<file path="config.mk">
export PLATFORM = sky130hd
export DESIGN_NAME = wsb_bank
export DESIGN_NICKNAME = d
export VERILOG_FILES = /design/src/rtl/wsb_pkg.sv /design/src/rtl/wsb_win.sv /design/src/rtl/wsb_ctl.sv /design/src/rtl/wsb_bank.sv
export SDC_FILE = /design/constraint.sdc
export NUM_CORES = 2
export LEC_CHECK = 0
export ABC_CLOCK_PERIOD_IN_PS = 3600
export BUFFER_PORTS_ARGS = -buffer_cell sky130_fd_sc_hd__buf_2
export CAP_MARGIN = 0
export CORE_MARGIN = 2
export CORE_UTILIZATION = 30
export DETAILED_ROUTE_END_ITERATION = 16
export GPL_ROUTABILITY_DRIVEN = 0
export SYNTH_ARGS = -nofsm -noshare
export SYNTH_HDL_FRONTEND = slang
export SYNTH_HIERARCHICAL = 1
export SYNTH_SLANG_ARGS = --single-unit
</file>
<file path="constraint.sdc">
create_clock -name clk -period 3.6 [get_ports clk]
set_input_delay 0 -clock clk [delete_from_list [all_inputs] [get_ports clk]]
set_output_delay 0 -clock clk [all_outputs]
set_load 0.02 [all_outputs]
</file>
<file path="src/rtl/wsb_pkg.sv">
package wsb_pkg;
    parameter int DATA_W = 32;
    parameter int FMT_W  = 3;
    parameter int CRD_W  = DATA_W / 2;
    localparam int CTRL_W = FMT_W + 1;

    typedef enum logic [1:0] {
        FLD_CTRL = 2'd0,
        FLD_BASE = 2'd1,
        FLD_OFS  = 2'd2,
        FLD_POS  = 2'd3
    } field_e;

    typedef struct packed {
        logic [CRD_W-1:0] y;
        logic [CRD_W-1:0] x;
    } xy_t;

    typedef struct packed {
        logic              en;
        logic [FMT_W-1:0]  fmt;
        logic [DATA_W-1:0] base;
        xy_t               ofs;
        xy_t               pos;
    } win_cfg_t;

    function automatic win_cfg_t apply_write(win_cfg_t cur, field_e f,
                                             logic [DATA_W-1:0] d);
        win_cfg_t nxt = cur;
        case (f)
            FLD_CTRL: begin
                nxt.en  = d[0];
                nxt.fmt = d[CTRL_W-1:1];
            end
            FLD_BASE: nxt.base = d;
            FLD_OFS:  nxt.ofs  = xy_t'(d);
            default:  nxt.pos  = xy_t'(d);
        endcase
        return nxt;
    endfunction

    function automatic logic [DATA_W-1:0] field_read(win_cfg_t c, field_e f);
        logic [DATA_W-1:0] r;
        case (f)
            FLD_CTRL: r = {{(DATA_W-CTRL_W){1'b0}}, c.fmt, c.en};
            FLD_BASE: r = c.base;
            FLD_OFS:  r = c.ofs;
            default:  r = c.pos;
        endcase
        return r;
    endfunction
endpackage

</file>
<file path="src/rtl/wsb_win.sv">
module wsb_win
    import wsb_pkg::*;
(
    input  logic              clk,
    input  logic              rst,
    input  logic              wr_en,
    input  field_e            field,
    input  logic [DATA_W-1:0] wdata,
    input  logic              load,
    output win_cfg_t          shadow,
    output win_cfg_t          active
);
    always_ff @(posedge clk) begin
        if (rst) begin
            shadow <= '0;
            active <= '0;
        end else begin
            if (wr_en) shadow <= apply_write(shadow, field, wdata);
            if (load)  active <= shadow;
        end
    end
endmodule

</file>
<file path="src/rtl/wsb_ctl.sv">
module wsb_ctl #(
    parameter int NUM_WIN = 4
) (
    input  logic               clk,
    input  logic               rst,
    input  logic               vsync,
    input  logic               prot_wr,
    input  logic               upd_set,
    input  logic [NUM_WIN-1:0] prot_wdata,
    output logic [NUM_WIN-1:0] prot_q,
    output logic [NUM_WIN-1:0] arm_q,
    output logic [NUM_WIN-1:0] load
);
    always_comb load = vsync ? (arm_q & ~prot_q) : '0;

    always_ff @(posedge clk) begin
        if (rst) begin
            prot_q <= '0;
            arm_q  <= '0;
        end else begin
            if (prot_wr) prot_q <= prot_wdata;
            arm_q <= (arm_q & ~load) | (upd_set ? {NUM_WIN{1'b1}} : '0);
        end
    end
endmodule

</file>
<file path="src/rtl/wsb_bank.sv">
module wsb_bank
    import wsb_pkg::*;
#(
    parameter int NUM_WIN = 4,
    localparam int IDX_W  = (NUM_WIN > 1) ? $clog2(NUM_WIN) : 1,
    localparam int ADDR_W = IDX_W + 3
) (
    input  logic                      clk,
    input  logic                      rst,
    input  logic                      wr_en,
    input  logic [ADDR_W-1:0]         addr,
    input  logic [DATA_W-1:0]         wdata,
    output logic [DATA_W-1:0]         rdata,
    input  logic                      vsync,
    output logic [NUM_WIN-1:0]        act_en,
    output logic [NUM_WIN*FMT_W-1:0]  act_fmt,
    output logic [NUM_WIN*DATA_W-1:0] act_base,
    output logic [NUM_WIN*DATA_W-1:0] act_ofs,
    output logic [NUM_WIN*DATA_W-1:0] act_pos
);
    logic             is_glb;
    logic [IDX_W-1:0] win_sel;
    field_e           field;
    logic             prot_wr;
    logic             upd_set;
    logic [NUM_WIN-1:0] prot_q;
    logic [NUM_WIN-1:0] arm_q;
    logic [NUM_WIN-1:0] load;
    win_cfg_t shadow [NUM_WIN];
    win_cfg_t active [NUM_WIN];

    always_comb begin
        is_glb  = addr[ADDR_W-1];
        win_sel = addr[IDX_W+1:2];
        field   = field_e'(addr[1:0]);
        prot_wr = wr_en && is_glb && !addr[0];
        upd_set = wr_en && is_glb && addr[0] && wdata[0];
    end

    wsb_ctl #(.NUM_WIN(NUM_WIN)) u_ctl (
        .clk(clk), .rst(rst), .vsync(vsync),
        .prot_wr(prot_wr), .upd_set(upd_set),
        .prot_wdata(wdata[NUM_WIN-1:0]),
        .prot_q(prot_q), .arm_q(arm_q), .load(load)
    );

    for (genvar w = 0; w < NUM_WIN; w++) begin : g_win
        logic win_wr;
        assign win_wr = wr_en && !is_glb && (win_sel == IDX_W'(w));
        wsb_win u_win (
            .clk(clk), .rst(rst), .wr_en(win_wr), .field(field),
            .wdata(wdata), .load(load[w]),
            .shadow(shadow[w]), .active(active[w])
        );
        assign act_en[w]                   = active[w].en;
        assign act_fmt[w*FMT_W +: FMT_W]   = active[w].fmt;
        assign act_base[w*DATA_W +: DATA_W] = active[w].base;
        assign act_ofs[w*DATA_W +: DATA_W]  = active[w].ofs;
        assign act_pos[w*DATA_W +: DATA_W]  = active[w].pos;
    end

    always_comb begin
        rdata = '0;
        if (is_glb) begin
            if (addr[0]) rdata[0] = |arm_q;
            else         rdata[NUM_WIN-1:0] = prot_q;
        end else begin
            for (int w = 0; w < NUM_WIN; w++)
                if (win_sel == IDX_W'(w)) rdata = field_read(shadow[w], field);
        end
    end
endmodule

</file>
# Word-level counts from Yosys, hierarchy flattened
# Index checks and enable logic that the tools add are counted.
[totals]
regBits = 808
input_bits = 41
output_inout_bits = 432
elab_cells = 114
[classes]
n_eq_ne = 5
n_mux = 14
n_bitwise = 6
reduce_logical = 31
[ops]
columns = ["operator", "count"]
rows = [
  ["case mux 32 bit (3 select lines)", 4],
  ["two-way mux 32 bit", 4],
  ["AND reduction 2 bit", 16],
  ["two-way mux 28 bit", 1],
  ["two-way mux 4 bit", 3],
  ["logical AND 1 bit", 9],
  ["bitwise AND 4 bit", 2],
  ["inverter 4 bit", 2],
  ["== test 2 bit (second input constant)", 3],
  ["== test 2 x 1 -> 1 bit (second input constant)", 2],
  ["zero test 2 bit", 2],
  ["bitwise OR 4 bit", 1],
  ["OR reduction 4 bit", 1],
  ["two-way mux 3 bit", 1],
  ["OR reduction 3 bit", 1],
  ["zero test 1 bit", 2],
  ["two-way mux 1 bit", 1],
  ["inverter 1 bit", 1],
]

# Depth between registers and ports, before layout
[logic_depth]
word_depth = 7
ltp_mapped = 9
depth_no_buf = 4

# Modules after synthesis
# Netlist, hierarchy kept.
[by_module_without_submodules]
columns = ["mod", "n_inst", "cells_per_inst", "area_per_inst_um2", "seq_area_each_um2"]
rows = [
  ["wsb_win", 4, 686, 7514.7, 4003.8],
  ["wsb_bank", 1, 435, 3595.9, 0.0],
  ["wsb_ctl", 1, 35, 421.7, 160.2],
]

# Worst setup path before layout
# No wires, ideal clock.
[synth_path]
path_type = "input -> register"
from = "in addr[2]"
to = "reg, netlist name g_win[1].u_win/shadow[97]"
setup_ns = 0.121
arrival_ns = 1.602
t_required_ns = 3.479
setup_slack_ns = 1.877
path_stages = 7
n_path_buf = 4
cell_sequence = "buf_2 -> buf_1 -> clkbuf_1 -> and3_1 -> or3b_1 -> buf_2 -> mux2i_1"
[synth_via]
elab_chain_len = 3
[synth_lines]
columns = ["item", "line", "source"]
rows = [
  ["start, declared", "wsb_bank.sv:11", "input logic [ADDR_W-1:0] addr,"],
  ["== test 2 x 1 -> 1 bit", "wsb_bank.sv:49", "assign win_wr = wr_en && !is_glb && (win_sel == IDX_W'(w));"],
  ["logical AND 1 bit", "wsb_bank.sv:49", ""],
  ["named net g_win[1].win_wr", "wsb_bank.sv:48", "logic win_wr;"],
  ["AND reduction 2 bit (no line)", "--", ""],
]
# The timed path passes the listed nets, and every way through them passes these cells.
# A chain may end at the register's enable or synchronous reset.

# Worst setup path in the final report
[layout_path]
from = "in addr[1]"
to = "out rdata[13]"
[layout_via]
elab_chain_len = 7
elab_cells_between_ends = 12
classes_between = "2 x eq/ne; 9 x mux; 1 x reduce/logical"
[layout_lines]
columns = ["item", "line", "source"]
rows = [
  ["== test 2 bit, or another cell as far along", "wsb_pkg.sv:44", "case (f)"],
  ["case mux 32 bit (3 select lines)", "wsb_pkg.sv:44", ""],
  ["two-way mux 32 bit (3 in series)", "wsb_bank.sv:69", "if (win_sel == IDX_W'(w)) rdata = field_read(shadow[w], field);"],
  ["two-way mux 32 bit (*)", "wsb_bank.sv:69", ""],
  ["two-way mux 28 bit (*)", "wsb_bank.sv:64", "if (is_glb) begin"],
  ["end, declared", "wsb_bank.sv:13", "output logic [DATA_W-1:0] rdata,"],
]
# Every way passes the cells marked *; elsewhere a longest branch is shown, timed or not.

==> results.json <==
{
  "status": "finished clean",
  "clock-sinks": 808,
  "synthesis.area_sq_um": 34100,
  "period_share_pct": 88.2,
  "drcViolationCount": 0,
  "routed_wire_length_um": 133000,
  "drtAntennaViolNets": 0,
  "die_width_um": 341,
  "min-delay-path-class": "in -> reg",
  "finalNetCount": 3650,
  "worstPathRequired_ns": 3.60,
  "end_kind": "primary output",
  "portBuffers": 472,
  "cts_tree": "done",
  "vdd_ir_drop_max_mv": 0.313,
  "finalHoldViolations": 0,
  "max_freq_mhz": 315,
  "grt_start_max_net_pins": 135,
  "track_usage_pct": 22.0,
  "compound_gate_fraction_of_synth_area_pct": 4.50,
  "worst_slew_pin_slew_ns": 0.886,
  "die_h_um": 341,
  "timing.clock.skew_ns": 0.0311,
  "adder_and_majority_gate_portion_of_the_synthesized_area_pct": 0,
  "power_leakage_nw": 17.3,
  "total_power_divided_by_cell_area_nw_per_um2": 476,
  "post_synth_mux_area_share_pct": 28.5,
  "std_cell_rows": 123,
  "clk_root_buffer_cell": "sky130_fd_sc_hd__clkbuf_16",
  "share_of_cells_above_drive_strength_1_pct": 22.1,
  "crit_fanout": 52,
  "finish.instance_area_sq_um": 41000,
  "max_slew_margin_pct": 40.9,
  "half_perimeter_wire_length_after_detailed_placement_um": 98000,
  "sequential_cell_area_sq_um": 16200,
  "clock_buffers_created_by_tritoncts": 84,
  "synthSimpleGateAreaFrac_pct": 15.6,
  "initial_antenna_violation_count": 10,
  "fillers": 11341,
  "setup.worst_path.class": "in -> out",
  "grt_setup_unrepaired": "false",
  "report.final.setup_viol": 0,
  "cts_post_setup_buffers_inserted": 0,
  "syn_nets": 3255,
  "cts.path.max_buffers": 3,
  "floorplan.die_area_sq_um": 116000,
  "synthesis.yosys.warnings": 6,
  "synth_top_family_by_area": "multiplexers",
  "clk-insertion-delay-late_ns": 0.66,
  "drt_pre_antenna_iters": 5,
  "drt_first_iter_violations": 2145,
  "floorplan.initialDensity_pct": 30.2,
  "synthXorXnorAreaFrac_pct": 0,
  "post_cts_resized": 0,
  "synthesized_instance_count": 3214,
  "finalCriticalPeriod_ns": 3.18,
  "maxCapViolations": 0,
  "ctsHtreeMaxLevel": 3,
  "yosys.cell_types.count": 33,
  "grt_pass1_vias": 24415,
  "wire_length_of_the_first_global_routing_pass_um": 183000,
  "routed_wire_length_per_instance_um": 25.6,
  "slew_viol_final": 0,
  "post_place_instance_area_sq_um": 37600,
  "grt_overflow_total": 0,
  "avgSynthCellArea_sq_um": 10.6,
  "route.vias.total": 25536,
  "design.core.area_sq_um": 113000,
  "synth_sequential_area_ratio_pct": 47.5,
  "tns_ns": 0,
  "timing.critical_path.from_type": "input port",
  "arrival_ns": 3.18,
  "multiInputGateArea_sq_um": 16600,
  "number_of_hold_buffers_added_after_cts": 39,
  "synth-seq-cells": 808,
  "io-pin-count": 473,
  "detail_route.vias_per_cell": 4.93,
  "synthToLayoutAreaGrowth_pct": 20.4,
  "cts.clk_slew.worst_paths_ns": 0.07
}
-- layout by cell type (no fill, tap or decap), types with 6 or more instances in the layout --
cell type and count:
sky130_fd_sc_hd__clkinv_2 11, sky130_fd_sc_hd__a22o_1 28, sky130_fd_sc_hd__nand3b_1 8, sky130_fd_sc_hd__a22oi_1 59
sky130_fd_sc_hd__dfxtp_1 808, sky130_fd_sc_hd__dlygate4sd3_1 39, sky130_fd_sc_hd__clkbuf_16 87, sky130_fd_sc_hd__mux4_2 12
sky130_fd_sc_hd__buf_12 17, sky130_fd_sc_hd__nand2_1 6, sky130_fd_sc_hd__a21oi_1 56, sky130_fd_sc_hd__buf_2 468
sky130_fd_sc_hd__bufinv_16 10, sky130_fd_sc_hd__nor2_1 411, sky130_fd_sc_hd__clkbuf_8 22, sky130_fd_sc_hd__and3b_1 8
sky130_fd_sc_hd__mux2i_1 815, sky130_fd_sc_hd__mux2_2 114, sky130_fd_sc_hd__buf_4 38, sky130_fd_sc_hd__clkbuf_1 18
sky130_fd_sc_hd__a221oi_1 56, sky130_fd_sc_hd__nand2b_1 530
-- power by group --
group	leakage, nW	total, W	switching, W	internal, W
registers	6.51	0.00902	0.0000451	0.00898
logic	9.35	0.00108	0.000721	0.000361
clock network	1.47	0.00944	0.00382	0.00562
-- synthesized netlist by cell type --
cell	instances	area (sq um)
sky130_fd_sc_hd__a211oi_1	1	7.51
sky130_fd_sc_hd__a21oi_1	56	280
sky130_fd_sc_hd__a221oi_1	56	490
sky130_fd_sc_hd__a22o_1	28	245
sky130_fd_sc_hd__a22oi_1	59	443
sky130_fd_sc_hd__a31oi_1	1	6.26
sky130_fd_sc_hd__and2_1	4	25.0
sky130_fd_sc_hd__and3_1	2	12.5
sky130_fd_sc_hd__and3b_1	8	70.1
sky130_fd_sc_hd__buf_1	3	11.3
sky130_fd_sc_hd__buf_2	118	591
sky130_fd_sc_hd__buf_4	41	308
sky130_fd_sc_hd__buf_6	11	124
sky130_fd_sc_hd__clkbuf_1	82	308
sky130_fd_sc_hd__dfxtp_1	808	16200
sky130_fd_sc_hd__mux2_2	114	1280
sky130_fd_sc_hd__mux2i_1	815	8160
sky130_fd_sc_hd__mux4_2	12	270
sky130_fd_sc_hd__nand2_1	6	22.5
sky130_fd_sc_hd__nand2b_1	530	3320
sky130_fd_sc_hd__nand2b_4	5	68.8
sky130_fd_sc_hd__nand3_1	8	40.0
sky130_fd_sc_hd__nand3b_1	8	60.1
sky130_fd_sc_hd__nand4_1	2	12.5
sky130_fd_sc_hd__nor2_1	412	1550
sky130_fd_sc_hd__nor2b_1	6	37.5
sky130_fd_sc_hd__nor2b_4	4	55.1
sky130_fd_sc_hd__nor3b_1	1	7.51
sky130_fd_sc_hd__o211ai_1	2	15.0
sky130_fd_sc_hd__o21ai_1	2	10.0
sky130_fd_sc_hd__o21ai_2	4	35.0
sky130_fd_sc_hd__or2_2	1	6.26
sky130_fd_sc_hd__or3b_1	4	35.0
-- worst paths after layout --
check / cells after the start / end / start / slack, ns
worst min-delay path: 5 / g_win[2].u_win/shadow[99] / addr[3] / 0.24
worst min register to register: 2 / g_win[1].u_win/active[84] / g_win[1].u_win/active[84] / 0.48
worst max register to register: 5 / g_win[3].u_win/active[84] / u_ctl/prot_q[3] / 1.57
worst max-delay path: 8 / rdata[13] / addr[1] / 0.42
-- metal layers --
layer / vias to the layer above / wire (um) / track usage [%]
met5: - / 29 / 0
li1: 11876 / - / -
met4: 4 / 4700 / 7.62
met3: 179 / 11000 / 5.34
met2: 950 / 62100 / 36.3
met1: 12527 / 54700 / 27.8
-- final cells by class --
type / count / area share [%]
multi-input cells: 2151 / 40.5
flip-flops and latches: 808 / 39.4
repair buffers: 564 / 8.25
clock buffers: 127 / 6.21
well taps: 1500 / 4.57
clock inverters: 28 / 1.06
diodes: 5 / 0.0305
-- per-stage QoR --
stage / power [W] / hold WS (ns) / util [%] / cells / setup slack [ns]
2_1_floorplan: 0.00983 / 0.147 / - / 3214 / 1.88
3_3_place_gp: 0.0102 / 0.405 / 33.4 / 4984 / 1.07
3_5_place_dp: 0.0102 / 0.424 / 33.4 / 4984 / 1.08
4_1_cts: 0.0197 / 0.195 / 36.4 / 5178 / 0.492
5_1_grt: 0.0201 / 0.277 / 36.4 / 5178 / 0.404
6_report: 0.0195 / 0.239 / 36.4 / 5183 / 0.424
-- sequential cells by signal, summed over array words and instances (netlist names) --
name / count
g_win.u_win/active: 400
g_win.u_win/shadow: 400
u_ctl/prot_q: 4
u_ctl/arm_q: 4
-- logic make-up after synthesis --
family | after synthesis
compound gates | 209
buf+inv | 255
mux | 941
flops | 808
simple gates | 1001
-- worst max-delay path, cell delays in order --
cell	delay [ns]
sky130_fd_sc_hd__dlygate4sd3_1	0.55
sky130_fd_sc_hd__buf_6	0.36
sky130_fd_sc_hd__nor2b_4	0.27
sky130_fd_sc_hd__buf_4	0.56
sky130_fd_sc_hd__a22oi_1	0.21
sky130_fd_sc_hd__a21oi_1	0.60
sky130_fd_sc_hd__a22o_1	0.35
sky130_fd_sc_hd__buf_2	0.21
Note: power is estimated with default switching activity, not from simulation.
